===== config.mk =====
export PLATFORM = sky130hd
export DESIGN_NAME = hpw_walker
export DESIGN_NICKNAME = d
export VERILOG_FILES = /design/src/rtl/hpw_pkg.sv /design/src/rtl/hpw_hash.sv /design/src/rtl/hpw_entry_cmp.sv /design/src/rtl/hpw_walker.sv
export SDC_FILE = /design/constraint.sdc
export NUM_CORES = 1
export LEC_CHECK = 0
export BUFFER_PORTS_ARGS = -buffer_cell sky130_fd_sc_hd__buf_2
export CAP_MARGIN = 20
export CORE_ASPECT_RATIO = 1.4
export CORE_MARGIN = 3
export CORE_UTILIZATION = 30
export CTS_BUF_LIST = sky130_fd_sc_hd__clkbuf_16
export CTS_CLUSTER_DIAMETER = 80
export CTS_CLUSTER_SIZE = 24
export DETAILED_ROUTE_END_ITERATION = 10
export PLACE_DENSITY = 0.48
export SYNTH_ARGS = -nofsm -noshare
export SYNTH_HDL_FRONTEND = slang
export SYNTH_HIERARCHICAL = 1
export SYNTH_SLANG_ARGS = --single-unit
export TNS_END_PERCENT = 100

===== constraint.sdc =====
create_clock -name clk -period 7.31 [get_ports clk]
set_clock_uncertainty 0.05 [all_clocks]
set_input_delay 1.8275 -clock clk [delete_from_list [all_inputs] [get_ports clk]]
set_output_delay 1.8275 -clock clk [all_outputs]
set_load 0.05 [all_outputs]

===== src/rtl/hpw_pkg.sv =====
package hpw_pkg;

    typedef enum logic [1:0] {
        WALK_IDLE  = 2'd0,
        WALK_ISSUE = 2'd1,
        WALK_WAIT  = 2'd2
    } walk_state_e;

endpackage


===== src/rtl/hpw_hash.sv =====
module hpw_hash #(
    parameter int VPN_W = 16,
    parameter int PID_W = 8,
    parameter int IDX_W = 8
) (
    input  logic [VPN_W-1:0] vpn,
    input  logic [PID_W-1:0] pid,
    output logic [IDX_W-1:0] prim_idx,
    output logic [IDX_W-1:0] alt_idx
);
    localparam int KEY_W  = VPN_W + PID_W;
    localparam int NCHUNK = (KEY_W + IDX_W - 1) / IDX_W;
    localparam int PAD_W  = NCHUNK * IDX_W;

    logic [PAD_W-1:0] key_pad;
    logic [IDX_W-1:0] fold;

    always_comb begin
        key_pad = PAD_W'({pid, vpn});
        fold    = '0;
        for (int c = 0; c < NCHUNK; c++) begin
            fold = fold ^ key_pad[c*IDX_W +: IDX_W];
        end
    end

    // primary fold, R5 complement for the alternate slot
    assign prim_idx = fold;
    assign alt_idx  = ~fold;

endmodule


===== src/rtl/hpw_entry_cmp.sv =====
module hpw_entry_cmp #(
    parameter int VPN_W = 16,
    parameter int PPN_W = 12
) (
    input  logic [VPN_W+PPN_W:0] word,
    input  logic [VPN_W-1:0]     want_vpn,
    output logic                 match,
    output logic [PPN_W-1:0]     found_ppn
);
    logic             ent_valid;
    logic [VPN_W-1:0] ent_vpn;

    assign ent_valid = word[VPN_W+PPN_W];
    assign ent_vpn   = word[PPN_W +: VPN_W];
    assign found_ppn = word[PPN_W-1:0];

    // an entry without its valid bit cannot match
    assign match = ent_valid && (ent_vpn == want_vpn);

endmodule


===== src/rtl/hpw_walker.sv =====
module hpw_walker
    import hpw_pkg::*;
#(
    parameter int VPN_W  = 16,
    parameter int PPN_W  = 12,
    parameter int PID_W  = 8,
    parameter int IDX_W  = 8,
    parameter int ADDR_W = 32,
    parameter int WAYS   = 8
) (
    input  logic                   clk,
    input  logic                   rst_n,
    input  logic                   req_valid,
    output logic                   req_ready,
    input  logic [VPN_W-1:0]       req_vpn,
    input  logic [PID_W-1:0]       req_pid,
    input  logic [ADDR_W-1:0]      tbl_base,
    output logic                   mem_req_valid,
    input  logic                   mem_req_ready,
    output logic [ADDR_W-1:0]      mem_req_addr,
    input  logic                   mem_rsp_valid,
    input  logic [VPN_W+PPN_W:0]   mem_rsp_data,
    output logic                   done,
    output logic                   hit,
    output logic [PPN_W-1:0]       ppn
);
    localparam int WAY_W = (WAYS > 1) ? $clog2(WAYS) : 1;
    localparam int OFS_W = IDX_W + WAY_W;
    localparam logic [WAY_W-1:0] WAY_LAST = WAY_W'(WAYS - 1);

    typedef struct packed {
        walk_state_e       st;
        logic              use_alt;
        logic [WAY_W-1:0]  way;
        logic [VPN_W-1:0]  vpn;
        logic [ADDR_W-1:0] base;
        logic [IDX_W-1:0]  prim;
        logic [IDX_W-1:0]  alt;
        logic              done;
        logic              hit;
        logic [PPN_W-1:0]  ppn;
    } walk_t;

    walk_t walk_d, walk_q;

    logic [IDX_W-1:0] h_prim, h_alt;
    logic             cmp_match;
    logic [PPN_W-1:0] cmp_ppn;
    logic [IDX_W-1:0] cur_slot;
    logic [OFS_W-1:0] cur_ofs;

    hpw_hash #(.VPN_W(VPN_W), .PID_W(PID_W), .IDX_W(IDX_W)) u_hash (
        .vpn      (req_vpn),
        .pid      (req_pid),
        .prim_idx (h_prim),
        .alt_idx  (h_alt)
    );

    hpw_entry_cmp #(.VPN_W(VPN_W), .PPN_W(PPN_W)) u_cmp (
        .word      (mem_rsp_data),
        .want_vpn  (walk_q.vpn),
        .match     (cmp_match),
        .found_ppn (cmp_ppn)
    );

    // slot and entry address
    assign cur_slot      = walk_q.use_alt ? walk_q.alt : walk_q.prim;
    assign cur_ofs       = {cur_slot, walk_q.way};
    assign mem_req_addr  = walk_q.base + ADDR_W'(cur_ofs);
    assign mem_req_valid = (walk_q.st == WALK_ISSUE);
    assign req_ready     = (walk_q.st == WALK_IDLE);
    assign done          = walk_q.done;
    assign hit           = walk_q.hit;
    assign ppn           = walk_q.ppn;

    always_comb begin
        walk_d      = walk_q;
        walk_d.done = 1'b0;
        unique case (walk_q.st)
            WALK_IDLE: begin
                if (req_valid) begin
                    walk_d.st      = WALK_ISSUE;
                    walk_d.vpn     = req_vpn;
                    walk_d.base    = tbl_base;
                    walk_d.prim    = h_prim;
                    walk_d.alt     = h_alt;
                    walk_d.use_alt = 1'b0;
                    walk_d.way     = '0;
                end
            end
            WALK_ISSUE: begin
                if (mem_req_ready) begin
                    walk_d.st = WALK_WAIT;
                end
            end
            WALK_WAIT: begin
                if (mem_rsp_valid) begin
                    if (cmp_match) begin
                        walk_d.st   = WALK_IDLE;
                        walk_d.done = 1'b1;
                        walk_d.hit  = 1'b1;
                        walk_d.ppn  = cmp_ppn;
                    end else if (walk_q.way == WAY_LAST) begin
                        if (!walk_q.use_alt) begin
                            walk_d.use_alt = 1'b1;
                            walk_d.way     = '0;
                            walk_d.st      = WALK_ISSUE;
                        end else begin
                            walk_d.st   = WALK_IDLE;
                            walk_d.done = 1'b1;
                            walk_d.hit  = 1'b0;
                            walk_d.ppn  = '0;
                        end
                    end else begin
                        walk_d.way = walk_q.way + 1'b1;
                        walk_d.st  = WALK_ISSUE;
                    end
                end
            end
            default: walk_d.st = WALK_IDLE;
        endcase
    end

    always_ff @(posedge clk) begin
        if (!rst_n) begin
            walk_q <= '0;
        end else begin
            walk_q <= walk_d;
        end
    end

    a_r10_req_held: assert property (@(posedge clk) disable iff (!rst_n)
        (mem_req_valid && !mem_req_ready) |=> (mem_req_valid && $stable(mem_req_addr)));

    a_r8_done_single: assert property (@(posedge clk) disable iff (!rst_n)
        done |=> !done);

    a_r6_miss_zero_ppn: assert property (@(posedge clk) disable iff (!rst_n)
        (done && !hit) |-> (ppn == '0));

    a_r9_busy_no_accept: assert property (@(posedge clk) disable iff (!rst_n)
        mem_req_valid |-> !req_ready);

    a_r9_accept_starts_read: assert property (@(posedge clk) disable iff (!rst_n)
        (req_valid && req_ready) |=> (mem_req_valid && !done));

    a_r4_read_after_response: assert property (@(posedge clk) disable iff (!rst_n)
        (mem_req_valid && mem_req_ready) |=> !mem_req_valid);

endmodule


==> results of run 1 <==
[routing by layer]
metal,wire length [um],GRT usage (%),share of wire (%),up-vias
li1,-,-,-,2085
met5,0,0,0,-
met4,159,4.64,1.3,0
met1,5190,16.5,42,1858
met2,6080,24.3,50,111
met3,849,4.49,6.9,12
[flip-flops by register name, summed over array words and instances, names as in the netlist]
name / flops
cur_ofs: 3
done: 1
hit: 1
ppn: 12
walk_q: 67
[worst paths after layout]
path	start	to	slack, ns	depth (start not counted)
max	walk_q[81]	mem_req_addr[14]	2.15	9
min	walk_q[22]	walk_q[22]	0.41	2
max reg2reg	walk_q[76]	ppn[6]	4.70	8
min reg2reg	walk_q[22]	walk_q[22]	0.41	2
[final cells by class]
type / instances / area (um^2) / share of cell area [%]
Clock buffer: 9 / 225 / 3.99
Timing Repair Buffer: 141 / 716 / 12.7
Sequential cell: 84 / 1680 / 29.8
Clock inverter: 7 / 67.6 / 1.20
Inverter: 7 / 26.3 / 0.466
Tap cell: 192 / 240 / 4.26
Multi-Input combinational cell: 420 / 2680 / 47.6
[logic make-up after synthesis]
| kind of cell | Yosys count |
|---|---|
| buffers and inverters | 60 |
| multiplexers | 9 |
| adder cells (fa/ha/maj) | 14 |
| flip-flops | 84 |
| AO/OA/AOI/OAI | 109 |
| XOR/XNOR | 61 |
| AND/OR/NAND/NOR | 227 |
[worst min-delay path: stages, from the launching register on]
cell and delay [ns]:
dfxtp_1 0.31, nand2_1 0.05, a21oi_1 0.05
[report_power, final]
part           total [uW]  leakage, uW  switching, uW  internal, uW
sequential            508     0.000687           22.9           485
combinational         263      0.00174            165          97.8
clock                 451     0.000145            187           263
[synth_stat cells (all sizes together) (2+ instances only)]
library cell	instances	area share (%)
nand3	12	1.3
ha	13	3.5
a21oi	79	8.4
nor4	2	0.40
and3	8	1.2
nand2b	4	0.53
a211oi	2	0.32
dfxtp	84	36
inv	7	0.56
nor3b	2	0.80
nor2b	4	0.53
xnor2	37	6.9
buf	33	4.7
xor2	8	1.5
mux2	8	1.9
xor3	8	4.1
a21o	2	0.32
o21ai	6	0.64
xnor3	8	3.8
nand2	142	11
a22oi	12	1.9
nor2	32	2.6
and4	3	0.64
nor3	3	0.32
clkbuf	20	1.6
nand4	11	1.5
[through the flow]
stage	util [%]	std cells	hold slack (ns)	instance area (um^2)
after floorplan	-	564	0.383	4680
after global placement	35.2	844	0.399	5350
after detailed placement	35.2	844	0.403	5350
after CTS	37.1	860	0.413	5640
after global routing	37.1	860	0.431	5640
final	37.1	860	0.410	5640
==> out/metrics.csv, run 1 <==
metric;value;unit
crit_path_top_delay_cell;dfxtp_1;
yosysSeqAreaShare;35.9;%
avgSynthCellArea;8.30;um^2
portBuffers;137;
ioPinCount;138;
finalCritPeriodShare;70.5;%
postCtsSetupBuffers;0;
muxShareOfSynthArea;2.14;%
synth-compound-area-share;13.0;%
hold_path_class;flip-flop to flip-flop;
worstPathCellList;mux2_2, ha_1, a211oi_1, nor2_1, and4b_2, nor2_1, and4_2, xor2_1, buf_2;
cts_tree;yes;
critPathArrivalTime;3.28;ns
core;0.0152;mm^2
grt_pass1_wl;19400;um
cp.buffers_inverters;1;
first_iter_violations;157;
routedWlPerCell;14.3;um
post_cts_resized;0;
clkSlewWorstSetupHoldPaths;0.07;ns
tns;0;ns
synthFlopType;dfxtp_1;
drc_errors;0;
dr.pass1.iters;4;
start_util;30.8;%
final_cell_mix;nand2_1 (141), buf_2 (137), dfxtp_1 (84);
synth.ff_latch_count;84;
area_growth;20.5;%
synthesis.nets;668;
drv_cap;0;
status;finished, final reports clean;
worstPathMaxFanout;10;
n_antenna_cell;0;
endpoint_kind;output port;
worstSetupPathType;flip-flop to output port;
cp-start-kind;flip-flop;
clkSinkCount;84;
via_count;4066;
dieHeight;154;um
ctsLongestPathBuffers;2;
grt.total_usage;14.1;%
synthCells;564;
rsz0062_at_grt;false;
cts_root_buf;clkbuf_16;
grt_pass1_vias;3949;
synth_simple_gate_area_share;21.9;%
overflow;0;
dieArea;0.0172;mm^2
p_total;1220;uW
die_w;112;um
synthAdderAreaFrac;3.90;%
fillers;1601;
drive_gt1_share;26.6;%
synth-edff-count;0;
drt-vias-per-instance;4.73;
cts_hold_buf;0;
place_congestion;0.802;
synth_top_family_by_area;simple AND/OR/NAND/NOR gates;
insertion_delay;0.34;ns
powerDensity;216;mW/mm^2
setup_slack;2.15;ns
routed_wl;12300;um
path_common_cell;nor2_1;
ant_nets;0;
layout.nets;767;
max_freq;194;MHz
leakage;0.00257;uW
hold_viol_final;0;
layout_min_cycle_time;5.16;ns
hpwlAfterDp;9190;um
cp.required;5.43;ns
cp_top_family;simple AND/OR/NAND/NOR gates;
tightest_slew;0.888;ns
h-tree-depth;3;
relSlewSlack;40.8;%
cts_buffers;9;
final-max-slew-violation-count;0;
post-place-ws;2.54;ns
num_rows;53;
final_common_cell;nand2_1;
yosys_warnings;6;
finalSetupViolCount;0;
ir_drop;0.0894;mV
ys_types;46;
antenna_found_initial;0;
ys_async_sr_fraction;0;%
worst_path_largest_cell_delay;0.59;ns
synth_xor_area_share;16.3;%
grt_max_degree;85;
synth_area;0.00468;mm^2
No activity file was read; power rests on OpenSTA's default activity.
==> run 2: changes to the inputs <==
==> constraint.sdc (replaced) <==
create_clock -name clk -period 5 [get_ports clk]
set_clock_uncertainty 0.05 [all_clocks]
set_input_delay 1.25 -clock clk [delete_from_list [all_inputs] [get_ports clk]]
set_output_delay 1.25 -clock clk [all_outputs]
set_load 0.05 [all_outputs]
==> run 2 against run 1 <==
Compared with the run above:
- worst setup slack worse by 1.7 ns
- combinational power grew 46%
- first-iteration DRC count decreased by 5.7%
- clock power increased by 25%
- hold slack worse by 0.0058 ns
- sequential share of layout area rose by 0.19 points
- wire length is 0.27% higher
- core utilization is 0.24 points lower
- global-route usage up 0.31 points
- sequential power is 46% higher
- largest power group unchanged
- highest routed layer unchanged
==> out/metrics.csv, run 2 (synthesis gave the netlist of run 1 again) <==
metric;value;unit
ioPinCount;138;
rrSetupSlack;2.39;ns
leakage;0.00256;uW
cts_tree;yes;
worstPathMaxFanout;10;
drive_gt1_share;26.2;%
ir_drop;0.135;mV
critPathArrivalTime;3.26;ns
finalCritPeriodShare;91.3;%
hold_path_class;flip-flop to flip-flop;
n_antenna_cell;0;
powerDensity;302;mW/mm^2
overflow;0;
insertion_delay;0.33;ns
drc_errors;0;
endpoint_kind;output port;
ctsLongestPathBuffers;2;
worstSetupPathType;flip-flop to output port;
via_count;4098;
largest-register;walk_q;
grt.total_usage;14.4;%
area_growth;19.7;%
cts_buffers;9;
rsz0062_at_grt;false;
cp.required;3.70;ns
cp-start-kind;flip-flop;
cp_top_family;simple AND/OR/NAND/NOR gates;
cp.buffers_inverters;1;
antenna_found_initial;0;
hpwlAfterDp;9390;um
final_cell_mix;nand2_1 (141), buf_2 (137), dfxtp_1 (84);
core;0.0152;mm^2
clkSlewWorstSetupHoldPaths;0.06;ns
dieHeight;154;um
path_common_cell;nor2_1;
dieArea;0.0172;mm^2
status;finished, final reports clean;
final_cell_area;0.00560;mm^2
post_cts_resized;0;
start_util;30.8;%
ant_nets;0;
cts_hold_buf;0;
tns;0;ns
postCtsSetupBuffers;0;
hold_viol_final;0;
die_w;112;um
post-place-ws;0.795;ns
dr.pass1.iters;4;
routed_wl;12300;um
hold_slack;0.404;ns
worstPathCellList;mux2_2, ha_1, a211oi_1, nor2_1, and4b_2, nor2_1, and4_2, xor2_1, buf_2;
final_common_cell;nand2_1;
drt-vias-per-instance;4.78;
worst_path_largest_cell_delay;0.58;ns
crit_path_top_delay_cell;dfxtp_1;
cts_root_buf;clkbuf_16;
final-max-slew-violation-count;0;
grt_pass1_vias;4130;
tightest_slew;0.587;ns
num_rows;53;
first_iter_violations;148;
largest_reg_flops;67;
h-tree-depth;3;
max_freq;219;MHz
setup_slack;0.436;ns
utilization;36.9;%
place_area;0.00535;mm^2
portBuffers;137;
grt_max_degree;59;
drv_cap;0;
finalSetupViolCount;0;
clkSinkCount;84;
grt_pass1_wl;20200;um
layout.nets;768;
place_congestion;0.790;
layout_min_cycle_time;4.56;ns
routedWlPerCell;14.4;um
relSlewSlack;60.8;%
run 2: changes by cell type in the layout (fill, tap and decap cells not counted), sizes merged:
cell / before / now
buf: 141 / 142
bufinv: 1 / 0
clkinv: 3 / 1
clkinvlp: 1 / 0
run 2: final cells by class:
type | instances | area [um^2]
fillers | 1613 | 9580
multi-input cells | 420 | 2680
flip-flops and latches | 84 | 1680
repair buffers | 142 | 736
well taps | 192 | 240
clock buffers | 9 | 225
inverters | 7 | 26.3
clock inverters | 3 | 11.3
run 2: per-layer routing:
metal / up-vias / share of wire, % / global-route usage, %
met1: 1882 / 42 / 16.9
met3: 19 / 7.3 / 4.72
met2: 114 / 48 / 24.4
met5: - / 0 / 0
met4: 0 / 2.3 / 5.33
li1: 2083 / - / -
run 2: final timing paths:
path                                  from  cells past startpoint               end
worst max-delay path            walk_q[81]                      9  mem_req_addr[14]
worst min-delay path            walk_q[22]                      2        walk_q[22]
worst max register to register  walk_q[76]                      8            ppn[1]
worst min register to register  walk_q[22]                      2        walk_q[22]
run 2: power by group:
part	total, uW	switching [uW]	leakage, uW	internal [uW]
Sequential	742	33.5	0.000687	709
Clock	563	244	0.000123	320
Combinational	385	241	0.00175	144
run 2: through the flow:
stage | cells | total power [uW]
final | 857 | 1690
after CTS | 856 | 1720
after detailed placement | 844 | 1150
after floorplan | 564 | 1030
after global routing | 857 | 1780
after global placement | 844 | 1140
run 2: tightest hold or removal path, delay by kind of cell (launching register included):
| kind | cells | cell delay (ns) |
|---|---|---|
| simple gates | 1 | 0.05 |
| compound gates | 1 | 0.05 |
| flops | 1 | 0.31 |
